`config.mk`:
```
export PLATFORM = sky130hd
export DESIGN_NAME = smbus_txn_seq
export DESIGN_NICKNAME = d
export VERILOG_FILES = /design/src/rtl/smbus_seq_pkg.sv /design/src/rtl/smbus_seq_dp.sv /design/src/rtl/smbus_seq_ctrl.sv /design/src/rtl/smbus_txn_seq.sv
export SDC_FILE = /design/constraint.sdc
export NUM_CORES = 1
export LEC_CHECK = 0
export ABC_CLOCK_PERIOD_IN_PS = 5200
export BUFFER_PORTS_ARGS = -buffer_cell sky130_fd_sc_hd__buf_2
export CAP_MARGIN = 10
export CORE_ASPECT_RATIO = 0.75
export CORE_MARGIN = 2
export CORE_UTILIZATION = 47
export CTS_CLUSTER_DIAMETER = 100
export DETAILED_ROUTE_END_ITERATION = 16
export PLACE_DENSITY_LB_ADDON = 0.08
export SYNTH_ARGS = -nofsm -noshare
export SYNTH_HDL_FRONTEND = slang
export SYNTH_HIERARCHICAL = 1
export SYNTH_SLANG_ARGS = --single-unit
```
`constraint.sdc`:
```
create_clock -name clk -period 5.2 [get_ports clk]
set_input_delay 1.04 -clock clk [delete_from_list [all_inputs] [get_ports clk]]
set_output_delay 1.04 -clock clk [all_outputs]
set_load 0.02 [all_outputs]
```
`src/rtl/smbus_seq_pkg.sv`:
```
package smbus_seq_pkg;

  // protocol kinds
  localparam logic [3:0] P_QUICK_W  = 4'd0;
  localparam logic [3:0] P_QUICK_R  = 4'd1;
  localparam logic [3:0] P_SEND     = 4'd2;
  localparam logic [3:0] P_RECV     = 4'd3;
  localparam logic [3:0] P_WR_BYTE  = 4'd4;
  localparam logic [3:0] P_RD_BYTE  = 4'd5;
  localparam logic [3:0] P_WR_WORD  = 4'd6;
  localparam logic [3:0] P_RD_WORD  = 4'd7;
  localparam logic [3:0] P_PROC     = 4'd8;
  localparam logic [3:0] P_BLK_WR   = 4'd9;
  localparam logic [3:0] P_BLK_RD   = 4'd10;
  localparam logic [3:0] P_BLK_PROC = 4'd11;

  // primitive operations towards the byte engine
  localparam logic [2:0] OP_START  = 3'd0;
  localparam logic [2:0] OP_RSTART = 3'd1;
  localparam logic [2:0] OP_WRITE  = 3'd2;
  localparam logic [2:0] OP_READ   = 3'd3;
  localparam logic [2:0] OP_STOP   = 3'd4;

  // failing phase codes
  localparam logic [2:0] ERR_NONE  = 3'd0;
  localparam logic [2:0] ERR_ADDR  = 3'd1;
  localparam logic [2:0] ERR_CMD   = 3'd2;
  localparam logic [2:0] ERR_DATA  = 3'd3;
  localparam logic [2:0] ERR_RADDR = 3'd4;
  localparam logic [2:0] ERR_COUNT = 3'd5;
  localparam logic [2:0] ERR_REQ   = 3'd6;

  typedef enum logic [2:0] {
    SEL_NONE, SEL_ADDR_W, SEL_ADDR_R, SEL_CMD, SEL_WCNT, SEL_WDATA
  } byte_sel_e;

  typedef struct packed {
    logic      latch;
    logic      idxClr;
    logic      idxInc;
    logic      storeRd;
    logic      storeCnt;
    byte_sel_e sel;
  } ctrl_strobe_t;

endpackage

```
`src/rtl/smbus_seq_dp.sv`:
```
module smbus_seq_dp
  import smbus_seq_pkg::*;
#(
  parameter int MAX_BLOCK = 32,
  parameter int CW = $clog2(MAX_BLOCK + 1)
) (
  input  logic                   clk,
  input  logic                   rstN,
  input  ctrl_strobe_t           strobe,
  input  logic [3:0]             reqProto,
  input  logic [6:0]             reqAddr,
  input  logic [7:0]             reqCmd,
  input  logic [15:0]            reqWord,
  input  logic [CW-1:0]          reqCount,
  input  logic [MAX_BLOCK*8-1:0] reqBlock,
  input  logic [7:0]             rxData,
  output logic [3:0]             protoQ,
  output logic                   reqBad,
  output logic                   wrLast,
  output logic                   rdLast,
  output logic                   cntBad,
  output logic [7:0]             opData,
  output logic [MAX_BLOCK*8-1:0] rdData,
  output logic [CW-1:0]          rdCount
);

  localparam int IW = $clog2(MAX_BLOCK);
  localparam logic [CW-1:0] CNT_FULL = CW'(MAX_BLOCK);
  localparam logic [CW-1:0] CNT_PROC = CW'(MAX_BLOCK - 1);

  logic [6:0]                  addrQ;
  logic [7:0]                  cmdQ;
  logic [15:0]                 wordQ;
  logic [CW-1:0]               countQ;
  logic [MAX_BLOCK-1:0][7:0]   blockQ;
  logic [MAX_BLOCK-1:0][7:0]   rdBuf;
  logic [CW-1:0]               idx;
  logic [CW-1:0]               rdLenQ;
  logic [CW-1:0]               wrLen;
  logic [CW-1:0]               rdLen;
  logic [7:0]                  cntLimit;
  logic [7:0]                  wrByte;
  logic                        firstRd;

  // request latch
  always_ff @(posedge clk or negedge rstN) begin
    if (!rstN) begin
      protoQ <= '0;
      addrQ  <= '0;
      cmdQ   <= '0;
      wordQ  <= '0;
      countQ <= '0;
      blockQ <= '0;
    end else if (strobe.latch) begin
      protoQ <= reqProto;
      addrQ  <= reqAddr;
      cmdQ   <= reqCmd;
      wordQ  <= reqWord;
      countQ <= reqCount;
      blockQ <= reqBlock;
    end
  end

  // byte index within the current data phase, target count, result buffer
  always_ff @(posedge clk or negedge rstN) begin
    if (!rstN) begin
      idx     <= '0;
      rdLenQ  <= '0;
      rdCount <= '0;
      rdBuf   <= '0;
    end else begin
      if (strobe.idxClr)      idx <= '0;
      else if (strobe.idxInc) idx <= idx + CW'(1);
      if (strobe.storeCnt) rdLenQ <= rxData[CW-1:0];
      if (strobe.latch) rdCount <= '0;
      else if (strobe.storeRd) begin
        rdBuf[idx[IW-1:0]] <= rxData;
        rdCount            <= idx + CW'(1);
      end
    end
  end

  assign rdData = rdBuf;

  always_comb begin
    case (protoQ)
      P_WR_BYTE:         wrLen = CW'(1);
      P_WR_WORD, P_PROC: wrLen = CW'(2);
      default:           wrLen = countQ;
    endcase
    case (protoQ)
      P_RECV, P_RD_BYTE: rdLen = CW'(1);
      P_RD_WORD, P_PROC: rdLen = CW'(2);
      default:           rdLen = rdLenQ;
    endcase
  end

  assign wrLast   = (idx == wrLen - CW'(1));
  assign rdLast   = (idx == rdLen - CW'(1));
  assign cntLimit = (protoQ == P_BLK_PROC) ? 8'(MAX_BLOCK - 1) : 8'(MAX_BLOCK);
  assign cntBad   = (rxData == 8'd0) || (rxData > cntLimit);
  assign firstRd  = (protoQ == P_QUICK_R) || (protoQ == P_RECV);

  always_comb begin
    if (protoQ == P_BLK_WR || protoQ == P_BLK_PROC) wrByte = blockQ[idx[IW-1:0]];
    else if (idx == '0)                              wrByte = wordQ[7:0];
    else                                             wrByte = wordQ[15:8];
  end

  always_comb begin
    case (strobe.sel)
      SEL_ADDR_W: opData = {addrQ, firstRd};
      SEL_ADDR_R: opData = {addrQ, 1'b1};
      SEL_CMD:    opData = cmdQ;
      SEL_WCNT:   opData = 8'(countQ);
      SEL_WDATA:  opData = wrByte;
      default:    opData = 8'h00;
    endcase
  end

  // malformed request screening on the raw inputs
  always_comb begin
    reqBad = (reqProto > P_BLK_PROC);
    if (reqProto == P_BLK_WR && (reqCount == '0 || reqCount > CNT_FULL)) reqBad = 1'b1;
    if (reqProto == P_BLK_PROC && (reqCount == '0 || reqCount > CNT_PROC)) reqBad = 1'b1;
  end

endmodule

```
`src/rtl/smbus_seq_ctrl.sv`:
```
module smbus_seq_ctrl
  import smbus_seq_pkg::*;
(
  input  logic         clk,
  input  logic         rstN,
  input  logic         reqStart,
  input  logic         reqBad,
  input  logic [3:0]   protoQ,
  input  logic         opDone,
  input  logic         rxNack,
  input  logic         wrLast,
  input  logic         rdLast,
  input  logic         cntBad,
  output ctrl_strobe_t strobe,
  output logic         busy,
  output logic         opValid,
  output logic [2:0]   opCode,
  output logic         opNack,
  output logic         done,
  output logic         error,
  output logic [2:0]   errPhase
);

  typedef enum logic [3:0] {
    ST_IDLE, ST_START, ST_ADDRW, ST_CMD, ST_WCNT, ST_WDATA,
    ST_RSTART, ST_ADDRR, ST_RCNT, ST_RDATA, ST_DRAIN, ST_STOP
  } state_e;

  state_e     state, stNext;
  logic       pendErr;
  logic [2:0] pendPhase;
  logic       setErr;
  logic [2:0] errCode;
  logic       isQuick, isRecv, hasWCnt, hasWData, hasRead, blkRead;

  assign isQuick  = (protoQ == P_QUICK_W) || (protoQ == P_QUICK_R);
  assign isRecv   = (protoQ == P_RECV);
  assign hasWCnt  = (protoQ == P_BLK_WR) || (protoQ == P_BLK_PROC);
  assign hasWData = hasWCnt || (protoQ == P_WR_BYTE) || (protoQ == P_WR_WORD) || (protoQ == P_PROC);
  assign blkRead  = (protoQ == P_BLK_RD) || (protoQ == P_BLK_PROC);
  assign hasRead  = blkRead || (protoQ == P_RD_BYTE) || (protoQ == P_RD_WORD) || (protoQ == P_PROC);

  assign busy    = (state != ST_IDLE);
  assign opValid = (state != ST_IDLE);

  always_comb begin
    stNext  = state;
    strobe  = '0;
    setErr  = 1'b0;
    errCode = ERR_NONE;
    opCode  = OP_STOP;
    opNack  = 1'b0;
    case (state)
      ST_IDLE: begin
        if (reqStart && !reqBad) begin
          strobe.latch  = 1'b1;
          strobe.idxClr = 1'b1;
          stNext        = ST_START;
        end
      end
      ST_START: begin
        opCode = OP_START;
        if (opDone) stNext = ST_ADDRW;
      end
      ST_ADDRW: begin
        opCode     = OP_WRITE;
        strobe.sel = SEL_ADDR_W;
        if (opDone) begin
          if (rxNack) begin setErr = 1'b1; errCode = ERR_ADDR; stNext = ST_STOP; end
          else if (isQuick) stNext = ST_STOP;
          else if (isRecv)  stNext = ST_RDATA;
          else              stNext = ST_CMD;
        end
      end
      ST_CMD: begin
        opCode     = OP_WRITE;
        strobe.sel = SEL_CMD;
        if (opDone) begin
          if (rxNack) begin setErr = 1'b1; errCode = ERR_CMD; stNext = ST_STOP; end
          else if (hasWCnt)  stNext = ST_WCNT;
          else if (hasWData) stNext = ST_WDATA;
          else if (hasRead)  stNext = ST_RSTART;
          else               stNext = ST_STOP;
        end
      end
      ST_WCNT: begin
        opCode     = OP_WRITE;
        strobe.sel = SEL_WCNT;
        if (opDone) begin
          if (rxNack) begin setErr = 1'b1; errCode = ERR_DATA; stNext = ST_STOP; end
          else stNext = ST_WDATA;
        end
      end
      ST_WDATA: begin
        opCode     = OP_WRITE;
        strobe.sel = SEL_WDATA;
        if (opDone) begin
          if (rxNack) begin setErr = 1'b1; errCode = ERR_DATA; stNext = ST_STOP; end
          else if (wrLast) stNext = hasRead ? ST_RSTART : ST_STOP;
          else strobe.idxInc = 1'b1;
        end
      end
      ST_RSTART: begin
        opCode = OP_RSTART;
        if (opDone) stNext = ST_ADDRR;
      end
      ST_ADDRR: begin
        opCode     = OP_WRITE;
        strobe.sel = SEL_ADDR_R;
        if (opDone) begin
          if (rxNack) begin setErr = 1'b1; errCode = ERR_RADDR; stNext = ST_STOP; end
          else stNext = blkRead ? ST_RCNT : ST_RDATA;
        end
      end
      ST_RCNT: begin
        opCode = OP_READ;
        if (opDone) begin
          if (cntBad) begin setErr = 1'b1; errCode = ERR_COUNT; stNext = ST_DRAIN; end
          else begin strobe.storeCnt = 1'b1; stNext = ST_RDATA; end
        end
      end
      ST_RDATA: begin
        opCode = OP_READ;
        opNack = rdLast;
        if (opDone) begin
          strobe.storeRd = 1'b1;
          if (rdLast) stNext = ST_STOP;
          else        strobe.idxInc = 1'b1;
        end
      end
      ST_DRAIN: begin
        opCode = OP_READ;
        opNack = 1'b1;
        if (opDone) stNext = ST_STOP;
      end
      ST_STOP: begin
        opCode = OP_STOP;
        if (opDone) stNext = ST_IDLE;
      end
      default: stNext = ST_IDLE;
    endcase
    if (opDone && state != ST_IDLE && state != ST_WDATA && state != ST_RDATA)
      strobe.idxClr = 1'b1;
  end

  always_ff @(posedge clk or negedge rstN) begin
    if (!rstN) begin
      state     <= ST_IDLE;
      pendErr   <= 1'b0;
      pendPhase <= ERR_NONE;
      done      <= 1'b0;
      error     <= 1'b0;
      errPhase  <= ERR_NONE;
    end else begin
      state <= stNext;
      done  <= 1'b0;
      if (state == ST_IDLE && reqStart) begin
        pendErr   <= 1'b0;
        pendPhase <= ERR_NONE;
        if (reqBad) begin
          done     <= 1'b1;
          error    <= 1'b1;
          errPhase <= ERR_REQ;
        end
      end
      if (setErr) begin
        pendErr   <= 1'b1;
        pendPhase <= errCode;
      end
      if (state == ST_STOP && opDone) begin
        done     <= 1'b1;
        error    <= pendErr;
        errPhase <= pendPhase;
      end
    end
  end

endmodule

```
`src/rtl/smbus_txn_seq.sv`:
```
module smbus_txn_seq
  import smbus_seq_pkg::*;
#(
  parameter int MAX_BLOCK = 32,
  parameter int CW = $clog2(MAX_BLOCK + 1)
) (
  input  logic                   clk,
  input  logic                   rstN,
  input  logic                   reqStart,
  input  logic [3:0]             reqProto,
  input  logic [6:0]             reqAddr,
  input  logic [7:0]             reqCmd,
  input  logic [15:0]            reqWord,
  input  logic [CW-1:0]          reqCount,
  input  logic [MAX_BLOCK*8-1:0] reqBlock,
  output logic                   busy,
  output logic                   opValid,
  output logic [2:0]             opCode,
  output logic [7:0]             opData,
  output logic                   opNack,
  input  logic                   opDone,
  input  logic                   rxNack,
  input  logic [7:0]             rxData,
  output logic                   done,
  output logic                   error,
  output logic [2:0]             errPhase,
  output logic [MAX_BLOCK*8-1:0] rdData,
  output logic [CW-1:0]          rdCount
);

  ctrl_strobe_t strobe;
  logic [3:0]   protoQ;
  logic         reqBad, wrLast, rdLast, cntBad;

  smbus_seq_ctrl u_ctrl (
    .clk      (clk),
    .rstN     (rstN),
    .reqStart (reqStart),
    .reqBad   (reqBad),
    .protoQ   (protoQ),
    .opDone   (opDone),
    .rxNack   (rxNack),
    .wrLast   (wrLast),
    .rdLast   (rdLast),
    .cntBad   (cntBad),
    .strobe   (strobe),
    .busy     (busy),
    .opValid  (opValid),
    .opCode   (opCode),
    .opNack   (opNack),
    .done     (done),
    .error    (error),
    .errPhase (errPhase)
  );

  smbus_seq_dp #(.MAX_BLOCK(MAX_BLOCK), .CW(CW)) u_dp (
    .clk      (clk),
    .rstN     (rstN),
    .strobe   (strobe),
    .reqProto (reqProto),
    .reqAddr  (reqAddr),
    .reqCmd   (reqCmd),
    .reqWord  (reqWord),
    .reqCount (reqCount),
    .reqBlock (reqBlock),
    .rxData   (rxData),
    .protoQ   (protoQ),
    .reqBad   (reqBad),
    .wrLast   (wrLast),
    .rdLast   (rdLast),
    .cntBad   (cntBad),
    .opData   (opData),
    .rdData   (rdData),
    .rdCount  (rdCount)
  );

endmodule

```
==> results of run 1 <==
[Yosys cell counts, types with 5 or more instances]
cell	number
a211oi_1	8
a21oi_1	28
a221o_1	7
a22o_1	5
a22oi_1	14
a31oi_1	6
and2_1	7
buf_1	8
buf_2	23
buf_6	5
clkbuf_1	74
dfrtp_1	584
ha_1	12
inv_1	14
mux2_2	587
mux2i_1	39
mux4_1	5
mux4_2	31
nand2_1	56
nand2b_1	9
nand3_1	18
nand4_1	12
nor2_1	66
nor2_2	12
nor2b_1	15
nor3_1	17
nor3b_1	6
nor4_1	6
o21a_1	6
o21ai_0	49
o22ai_1	17
xnor2_1	12
xor2_1	10
[cells in the final DEF, fill, tap and decap left out, drive strengths merged, types with 4 or more instances in the layout]
cell and instances:
o211ai 4, nand4 12, buf 633, nand2 56, diode 14, mux2i 39, nand2b 9, nand3b 4
xor2 10, o21ai 50, a221o 7, mux2 588, nor2b 15, dfrtp 584, nor2 78, inv 16
ha 12, a31oi 6, nor3b 7, bufinv 6, nor3 17, a21oi 28, clkbuf 85, o22a 4
o21a 6, a21o 4, a2111oi 5, o22ai 17, nor4 7, xnor2 12, nand3 18, a22o 5
and2 8, a22oi 14, mux4 36, clkinv 12, a211oi 8
[where the power goes]
part / leakage (nW) / internal, mW / switching [mW]
Combinational: 6.87 / 2.43 / 2.17
Clock: 0.938 / 2.46 / 1.78
Sequential: 7.54 / 5.84 / 0.898
[logic make-up after synthesis]
| kind of cell | Yosys count |
|---|---|
| muxes | 663 |
| DFF | 584 |
| and+or+nand+nor | 251 |
| AOI/OAI and AO/OA | 181 |
| buffers and inverters | 128 |
| xor gates and xnor gates | 22 |
| adders and majority gates | 12 |
[routing by layer]
metal / track usage (%) / part of all wire, % / vias to the layer above
met5: 0 / 0.057 / -
met4: 6.13 / 1.8 / 8
met3: 6.00 / 7.0 / 100
met2: 44.7 / 48 / 526
met1: 38.6 / 43 / 9486
li1: - / - / 7890
[critical path, stage by stage, from the launching register on]
cell and delay, ns:
dfrtp_4 0.66, buf_4 0.30, mux4_2 0.56, a2111oi_1 0.66, buf_4 0.22, nand4_1 0.19
a221o_1 0.43, buf_2 0.17
[sequential cells by signal (all words and copies together) (netlist names)]
signal and flops:
u_dp/rdLenQ 6, u_dp/wordQ 16, u_ctrl/pendErr 1, u_ctrl/error 1, u_dp/protoQ 4, u_dp/idx 6, u_ctrl/done 1, u_ctrl/pendPhase 3
u_ctrl/state 4, u_ctrl/errPhase 3, u_dp/blockQ 256, u_dp/rdData 256, u_dp/cmdQ 8, u_dp/countQ 6, u_dp/addrQ 7, u_dp/rdCount 6
[repair_timing]
| item | in CTS | in global routing |
|---|---|---|
| setup buffers | 0 | 1 |
| cloned | 0 | 0 |
| setup endpoints to repair | 2 | 2 |
| resized for setup | 2 | 1 |
[path summary, 6_finish.rpt]
path	endpoint	startpoint	cells after the start
worst max register to register	u_dp/rdLenQ[1]	u_dp/protoQ[0]	13
min in group asynchronous	u_dp/blockQ[28]	rstN	1
worst max-delay path	opData[3]	u_dp/idx[0]	7
max in group asynchronous	u_dp/blockQ[164]	rstN	2
worst min register to register	u_dp/rdData[32]	u_dp/rdData[32]	2
worst min-delay path	u_dp/rdData[32]	u_dp/rdData[32]	2
[per-stage QoR]
| step | std cells | util (%) | hold slack (ns) | power [mW] | instance area [sq um] |
|---|---|---|---|---|---|
| final | 3201 | 58.1 | 0.481 | 15.6 | 31600 |
| after global routing | 3195 | 58.0 | 0.511 | 16.4 | 31600 |
| after CTS | 3186 | 58.0 | 0.487 | 15.6 | 31600 |
| after detailed placement | 3082 | 54.4 | 0.472 | 11.4 | 29600 |
| after global placement | 3082 | 54.4 | 0.462 | 11.2 | 29600 |
| after floorplan | 1841 | - | 0.450 | 9.92 | 25900 |
[final cells by class]
class / instances / area, sq um
tap: 722 / 903
fill: 4497 / 22800
multi-input combinational: 1129 / 10700
clock inverter: 19 / 275
inverter: 15 / 56.3
clock buffer: 85 / 1630
antenna: 14 / 35.0
sequential: 584 / 14600
timing repair buffer: 633 / 3390
==> impl_metrics.ini, run 1 <==
[die]
core_sq_um = 54400
start_util_pct = 47.5
die_area_sq_um = 57000
die-width_microns = 275
num_rows = 74
io_pins = 591
die_y_microns = 207

[synth]
synth_ff_type = dfrtp_1
synth_top_area_share_pct = 56.5
synthArstFlopShare_pct = 100
synthTopCellsByArea = dfrtp_1 56%, mux2_2 26%, mux4_2 2.7%
synth_area_per_cell_sq_um = 14.1
syn_inst = 1841
synth_adder_area_share_pct = 0.580
yosysWarnings = 6
post_synth_mux_area_share_pct = 30.3
synth-simple-area-share_pct = 5.00
synth-compound-area-share_pct = 4.68
ys_seq_area_share_pct = 56.5
synth-xor-area-share_pct = 0.745
synth_edf_count = 0
synth_top_family_by_area = multiplexers
synth_area_sq_um = 25900
ys_types = 75
synth_nets = 2163
synth_seq_cells = 584
synth_largest_area_cell = dfrtp_1

[cts]
clk_pin_slew_worst_paths_ns = 0.06
clock_path_buffers = 3
htreeDepth = 2
cts_num_sinks = 584
root_buffer = clkbuf_16
worstSkewPairLatency_ns = 0.63
cts_tree = built
hold_buffers = 0
cts_buffers = 57

[placed_design]
place.detailed.hpwl_microns = 57200
gp_congestion = 0.902
dpl_worst_slack_ns = 0.582
io_buffers = 590

[sta]
fin_crit_sh_pct = 93.4
fin_crit_ns = 4.85
slew_violations = 0
tns_ns = 0
hold_viol_final = 0
layout_setup_ws_ns = 0.346
worstMarginPinSlew_ns = 1.13
slew_headroom_pct = 23.9
rsz0062_at_grt = no
finClkSkew_ns = 0.0305
fmax_mhz = 206
setup_viol = 0

[run_status]
outcome = finished, final reports clean

[critical_path]
cp.required_ns = 4.16
endpoint_kind = output pin
path_max_fanout = 16
startpoint_type = flop
worstSetupPathType = flop to output pin
arrival_ns = 3.81
ff2ff_setup_slack_ns = 0.96

[cells_and_area]
syn_to_final_growth_pct = 22.2
drive_gt1_share_pct = 55.4
final_nets = 2742

[global_routing]
track_usage_pct = 27.7
grt_max_degree = 143
antenna_found_initial = 18
gr-total-overflow = 0
grt_pass1_vias = 18618
grt_pass1_wl_microns = 119000

[pwr]
ir_worst_vdd_mv = 0.377
p_leak_nw = 15.3
powerDensity_nw_per_um2 = 493

[hold_path]
min_path_type = flop to flop

[routing]
first_pass_iters = 5
drt_iter0_drc = 1068
ant_nets = 0
totalWireLength_microns = 79600
vias = 18010
routedWlPerCell_microns = 24.9
route.detailed.drc = 0
post_drt_via_cell_ratio = 5.63

[flow_run]
cap_violations = 0
No activity file was read; power rests on OpenSTA's default activity.
==> run 2: changes to the inputs <==
- ABC_CLOCK_PERIOD_IN_PS: 5200 -> 5300
- clock period: 5.2 -> 5.3 ns (I/O delays scaled with it)
==> run 2 against run 1 <==
Net effect:
- core utilization increased by 0.094 points
- non-clock buffer count unchanged
- global-route usage decreased by 0.15 points
- power decreased by 1.5%
- critical endpoint is now opData[7]
- largest cell class unchanged
==> impl_metrics.ini, run 2 (synthesized netlist as in run 1, its figures left out) <==
[cts]
htreeDepth = 2
clk_pin_slew_worst_paths_ns = 0.06
cts_num_sinks = 584
clock_path_buffers = 3
root_buffer = clkbuf_16
worstSkewPairLatency_ns = 0.63
cts_buffers = 58
cts_tree = built
hold_buffers = 0
cts_setup_buffers = 0

[critical_path]
ff2ff_setup_slack_ns = 1.21
arrival_ns = 3.96
startpoint_type = flop
cp.required_ns = 4.24
path_max_fanout = 46
endpoint_kind = output pin
worstSetupPathType = flop to output pin

[pwr]
ir_worst_vdd_mv = 0.338
p_total_mw = 15.3
p_leak_nw = 15.4
powerDensity_nw_per_um2 = 485

[routing]
post_drt_via_cell_ratio = 5.54
m1WireLength_microns = 34000
drt_iter0_drc = 1234
wl_met2_microns = 37600
vias = 17758
dr.max_layer_used = met5
totalWireLength_microns = 78700
route.detailed.drc = 0
first_pass_iters = 5
route.met3.wl_microns = 5510
routedWlPerCell_microns = 24.6
ant_nets = 0

[placed_design]
io_buffers = 590
gp_congestion = 0.894
place.detailed.hpwl_microns = 56700
dpl-instance-area_sq_um = 29600

[run_status]
outcome = finished, final reports clean

[global_routing]
grt_pass1_vias = 18375
grt_max_degree = 160
grt_pass1_wl_microns = 118000
gr-total-overflow = 0
antenna_found_initial = 32
track_usage_pct = 27.6

[cells_and_area]
final_nets = 2743
fin_util_pct = 58.2
design_area_sq_um = 31700
final_common_cell = buf_2
drive_gt1_share_pct = 55.6
syn_to_final_growth_pct = 22.4
final_cell_mix = 589 x buf_2, 587 x mux2_2, 580 x dfrtp_1

[die]
die_y_microns = 207
io_pins = 591
core_sq_um = 54400
die-width_microns = 275
die_area_sq_um = 57000
start_util_pct = 47.5
num_rows = 74

[sta]
slew_headroom_pct = 24.8
worstMarginPinSlew_ns = 1.12
fin_crit_ns = 5.02
slew_violations = 0
fin_crit_sh_pct = 94.6
finClkSkew_ns = 0.0227
fmax_mhz = 199
tns_ns = 0
setup_viol = 0
hold_viol_final = 0
rsz0062_at_grt = no
whs_ns = 0.478

[hold_path]
min_path_type = flop to flop

[flow_run]
cap_violations = 0
[run 2: area by class of cell]
| type | count | area (sq um) |
|---|---|---|
| inverter | 15 | 56.3 |
| tap | 722 | 903 |
| sequential | 584 | 14600 |
| clock buffer | 80 | 1670 |
| timing repair buffer | 633 | 3370 |
| antenna | 21 | 52.6 |
| multi-input combinational | 1129 | 10700 |
| clock inverter | 23 | 294 |
| fill | 4458 | 22800 |
[run 2: worst max-delay path, stage by stage, from the launching register on]
cell and delay [ns]:
dfrtp_4 0.79, buf_12 0.37, mux4_2 0.39, a221oi_1 0.58, a31oi_1 0.20, a2111oi_1 0.60
o22ai_1 0.15, buf_2 0.20
[run 2: power by group]
group	leakage (nW)	total, mW	internal [mW]	switching (mW)
clock	0.972	4.26	2.48	1.78
combinational	6.86	4.53	2.39	2.14
sequential	7.54	6.56	5.73	0.832
[run 2: per-layer routing]
layer | vias to the layer above | global-route usage [%]
li1 | 7909 | -
met3 | 109 | 6.57
met2 | 481 | 43.9
met4 | 14 | 6.71
met1 | 9245 | 38.3
met5 | - | 0
[run 2: repair_timing]
| item | CTS | global route |
|---|---|---|
| setup endpoints to repair | 0 | 1 |
| endpoints found under the hold margin | 0 | 0 |
| gates resized for setup | 0 | 1 |
[run 2: worst paths after layout]
path                                     to      startpoint  cells after the start
max reg2reg                  u_dp/rdLenQ[4]  u_dp/protoQ[0]                     13
min reg2reg                  u_dp/rdData[8]  u_dp/rdData[8]                      2
max                               opData[7]     u_dp/idx[1]                      7
max in group asynchronous  u_dp/blockQ[216]            rstN                      3
min                          u_dp/rdData[8]  u_dp/rdData[8]                      2
min in group asynchronous   u_dp/blockQ[10]            rstN                      1
[run 2: stage by stage]
stage | std cells | setup WS, ns
finish | 3207 | 0.285
global route | 3199 | 0.0497
CTS | 3186 | 0.163
detailed placement | 3083 | 0.858
global placement | 3083 | 0.898
floorplan | 1841 | 1.42
==> run 3: changes to the inputs <==
- GPL_TIMING_DRIVEN: unset -> 0
- REMOVE_ABC_BUFFERS: unset -> 1
==> run 3 against run 2 <==
Net effect:
- flip-flop and latch count did not move
- clock power fell by 4%
- critical path depth rose by 1
- via count rose by 0.25%
- core utilization rose by 0.21 points
- sequential share of layout area fell by 0.17 points
- critical path type unchanged
- critical endpoint is now opData[6]
- largest power group unchanged
==> impl_metrics.ini, run 3 (synthesized netlist as in run 1, its figures left out) <==
[cells_and_area]
final_nets = 2727
nFillCells = 4503
drive_gt1_share_pct = 55.1
fin_util_pct = 58.4
final_cells = 3198
syn_to_final_growth_pct = 22.8
final_common_cell = buf_2
final_cell_mix = 589 x buf_2, 587 x mux2_2, 580 x dfrtp_1

[critical_path]
arrival_ns = 4.01
startpoint_type = flop
worstSetupPathType = flop to output pin
slowest_delay_ns = 0.64
critPathBufInv = 1
r2r_cells = 15
ff2ff_setup_slack_ns = 1.02
crit_path_top_delay_cell = dfrtp_1
reg2reg_to = u_dp/idx[5]
critPathLaunch = u_ctrl/state[1]
path_max_fanout = 23
timing.rr.start = u_dp/protoQ[0]
cp.required_ns = 4.24
crit_family = simple AND/OR/NAND/NOR gates
cp_cell_sequence = nor2b_1 > nand2_1 > a21oi_4 > nor2b_1 > nand2_1 > a211o_1 > o21ai_0 > buf_2
endpoint_kind = output pin

[cts]
htreeDepth = 2
worstSkewPairLatency_ns = 0.62
cts_buffers = 58
clock_path_buffers = 3
cts_num_sinks = 584
root_buffer = clkbuf_16
cts_tree = built
cts_setup_buffers = 0
clk_pin_slew_worst_paths_ns = 0.07

[global_routing]
antenna_found_initial = 36
gr-total-overflow = 0
grt_pass1_wl_microns = 118000
grt_max_degree = 123
grt_pass1_vias = 18580
track_usage_pct = 27.3

[die]
die_y_microns = 207
core_sq_um = 54400
die_area_sq_um = 57000
die-width_microns = 275
io_pins = 591
start_util_pct = 47.5
num_rows = 74

[sta]
fmax_mhz = 197
whs_ns = 0.354
slew_violations = 0
finClkSkew_ns = 0.0195
slew_headroom_pct = 21.9
hold_viol_final = 0
fin_crit_ns = 5.07
setup_viol = 0
rsz0062_at_grt = no
tns_ns = 0
worstMarginPinSlew_ns = 1.17
fin_crit_sh_pct = 95.7

[routing]
drt_iter0_drc = 1408
totalWireLength_microns = 77700
routedWlPerCell_microns = 24.3
first_pass_iters = 5
vias = 17803
route.detailed.drc = 0
post_drt_via_cell_ratio = 5.57
ant_nets = 0

[placed_design]
io_buffers = 590
place.detailed.hpwl_microns = 56200
dp_cells = 3067
gp_congestion = 0.854

[run_status]
outcome = finished, final reports clean

[hold_path]
min_path_type = primary input to asynchronous set/reset pin

[pwr]
powerDensity_nw_per_um2 = 478
p_leak_nw = 15.3
p_total_mw = 15.2
ir_worst_vdd_mv = 0.320

[flow_run]
cap_violations = 0
## run 3: changes by cell type in the layout (fill, tap and decap cells not counted), sizes merged
cell           before  now
diode              21   23
bufinv              6    3
inv                16   18
clkinv             15   13
clkinvlp            1    2
buf               633  616
clkdlybuf4s18       0    1
clkbuf             80   87
## run 3: layout make-up
type                    instances  area (sq um)  share of cell area (%)
diodes                         23          57.6                   0.181
clock buffers                  87          1660                    5.23
clock inverters                21           208                   0.654
inverters                      15          56.3                   0.177
multi-input cells            1129         10700                    33.7
flip-flops and latches        584         14600                    46.0
well taps                     722           903                    2.84
repair buffers                617          3560                    11.2
## run 3: through the flow
stage	area [sq um]	worst slack (ns)
floorplan	25400	-6.90
global placement	29200	-12.00
detailed placement	29800	0.192
CTS	31700	0.0773
global route	31800	0.0154
finish	31800	0.228
## run 3: how the worst max path moves through the flow
stage / to / slack (ns) / cells after the start
after floorplan: u_dp/rdData[224] / -6.90 / 10
after global placement: u_dp/rdData[244] / -12.00 / 11
after detailed placement: u_dp/blockQ[131] / 0.19 / 17
after CTS: opData[6] / 0.08 / 8
after global routing: opData[6] / 0.02 / 8
final: opData[6] / 0.23 / 8
## run 3: power breakdown
part	internal, mW	switching [mW]	total (mW)
combinational	2.44	2.10	4.54
sequential	5.73	0.837	6.56
clock	2.32	1.78	4.10
total	10.5	4.72	15.2
## run 3: routing by layer
metal  GRT usage [%]  vias up  part of all wire (%)
met5               0        -                  0.16
met1            37.1     9239                    43
met3            6.34      142                   6.3
met4            9.17       20                   2.9
met2            43.4      505                    48
li1                -     7897                     -
## run 3: repair_timing
action,4_1_cts,5_1_grt
setup endpoints to repair,8,8
gates resized for setup,3,1
hold buffers,0,0
## run 3: worst reg2reg max path, stage by stage, from the launching register on
cell,delay (ns)
dfrtp_1,0.60
inv_1,0.17
a31oi_1,0.39
o21ai_0,0.28
ha_1,0.31
nand3_1,0.07
o21ai_0,0.09
a21oi_1,0.19
xor2_1,0.18
nor4_1,0.10
nor4b_1,0.33
o21ai_0,0.19
nor2_1,0.48
nand4_1,0.24
or3_1,0.39
a21oi_1,0.17
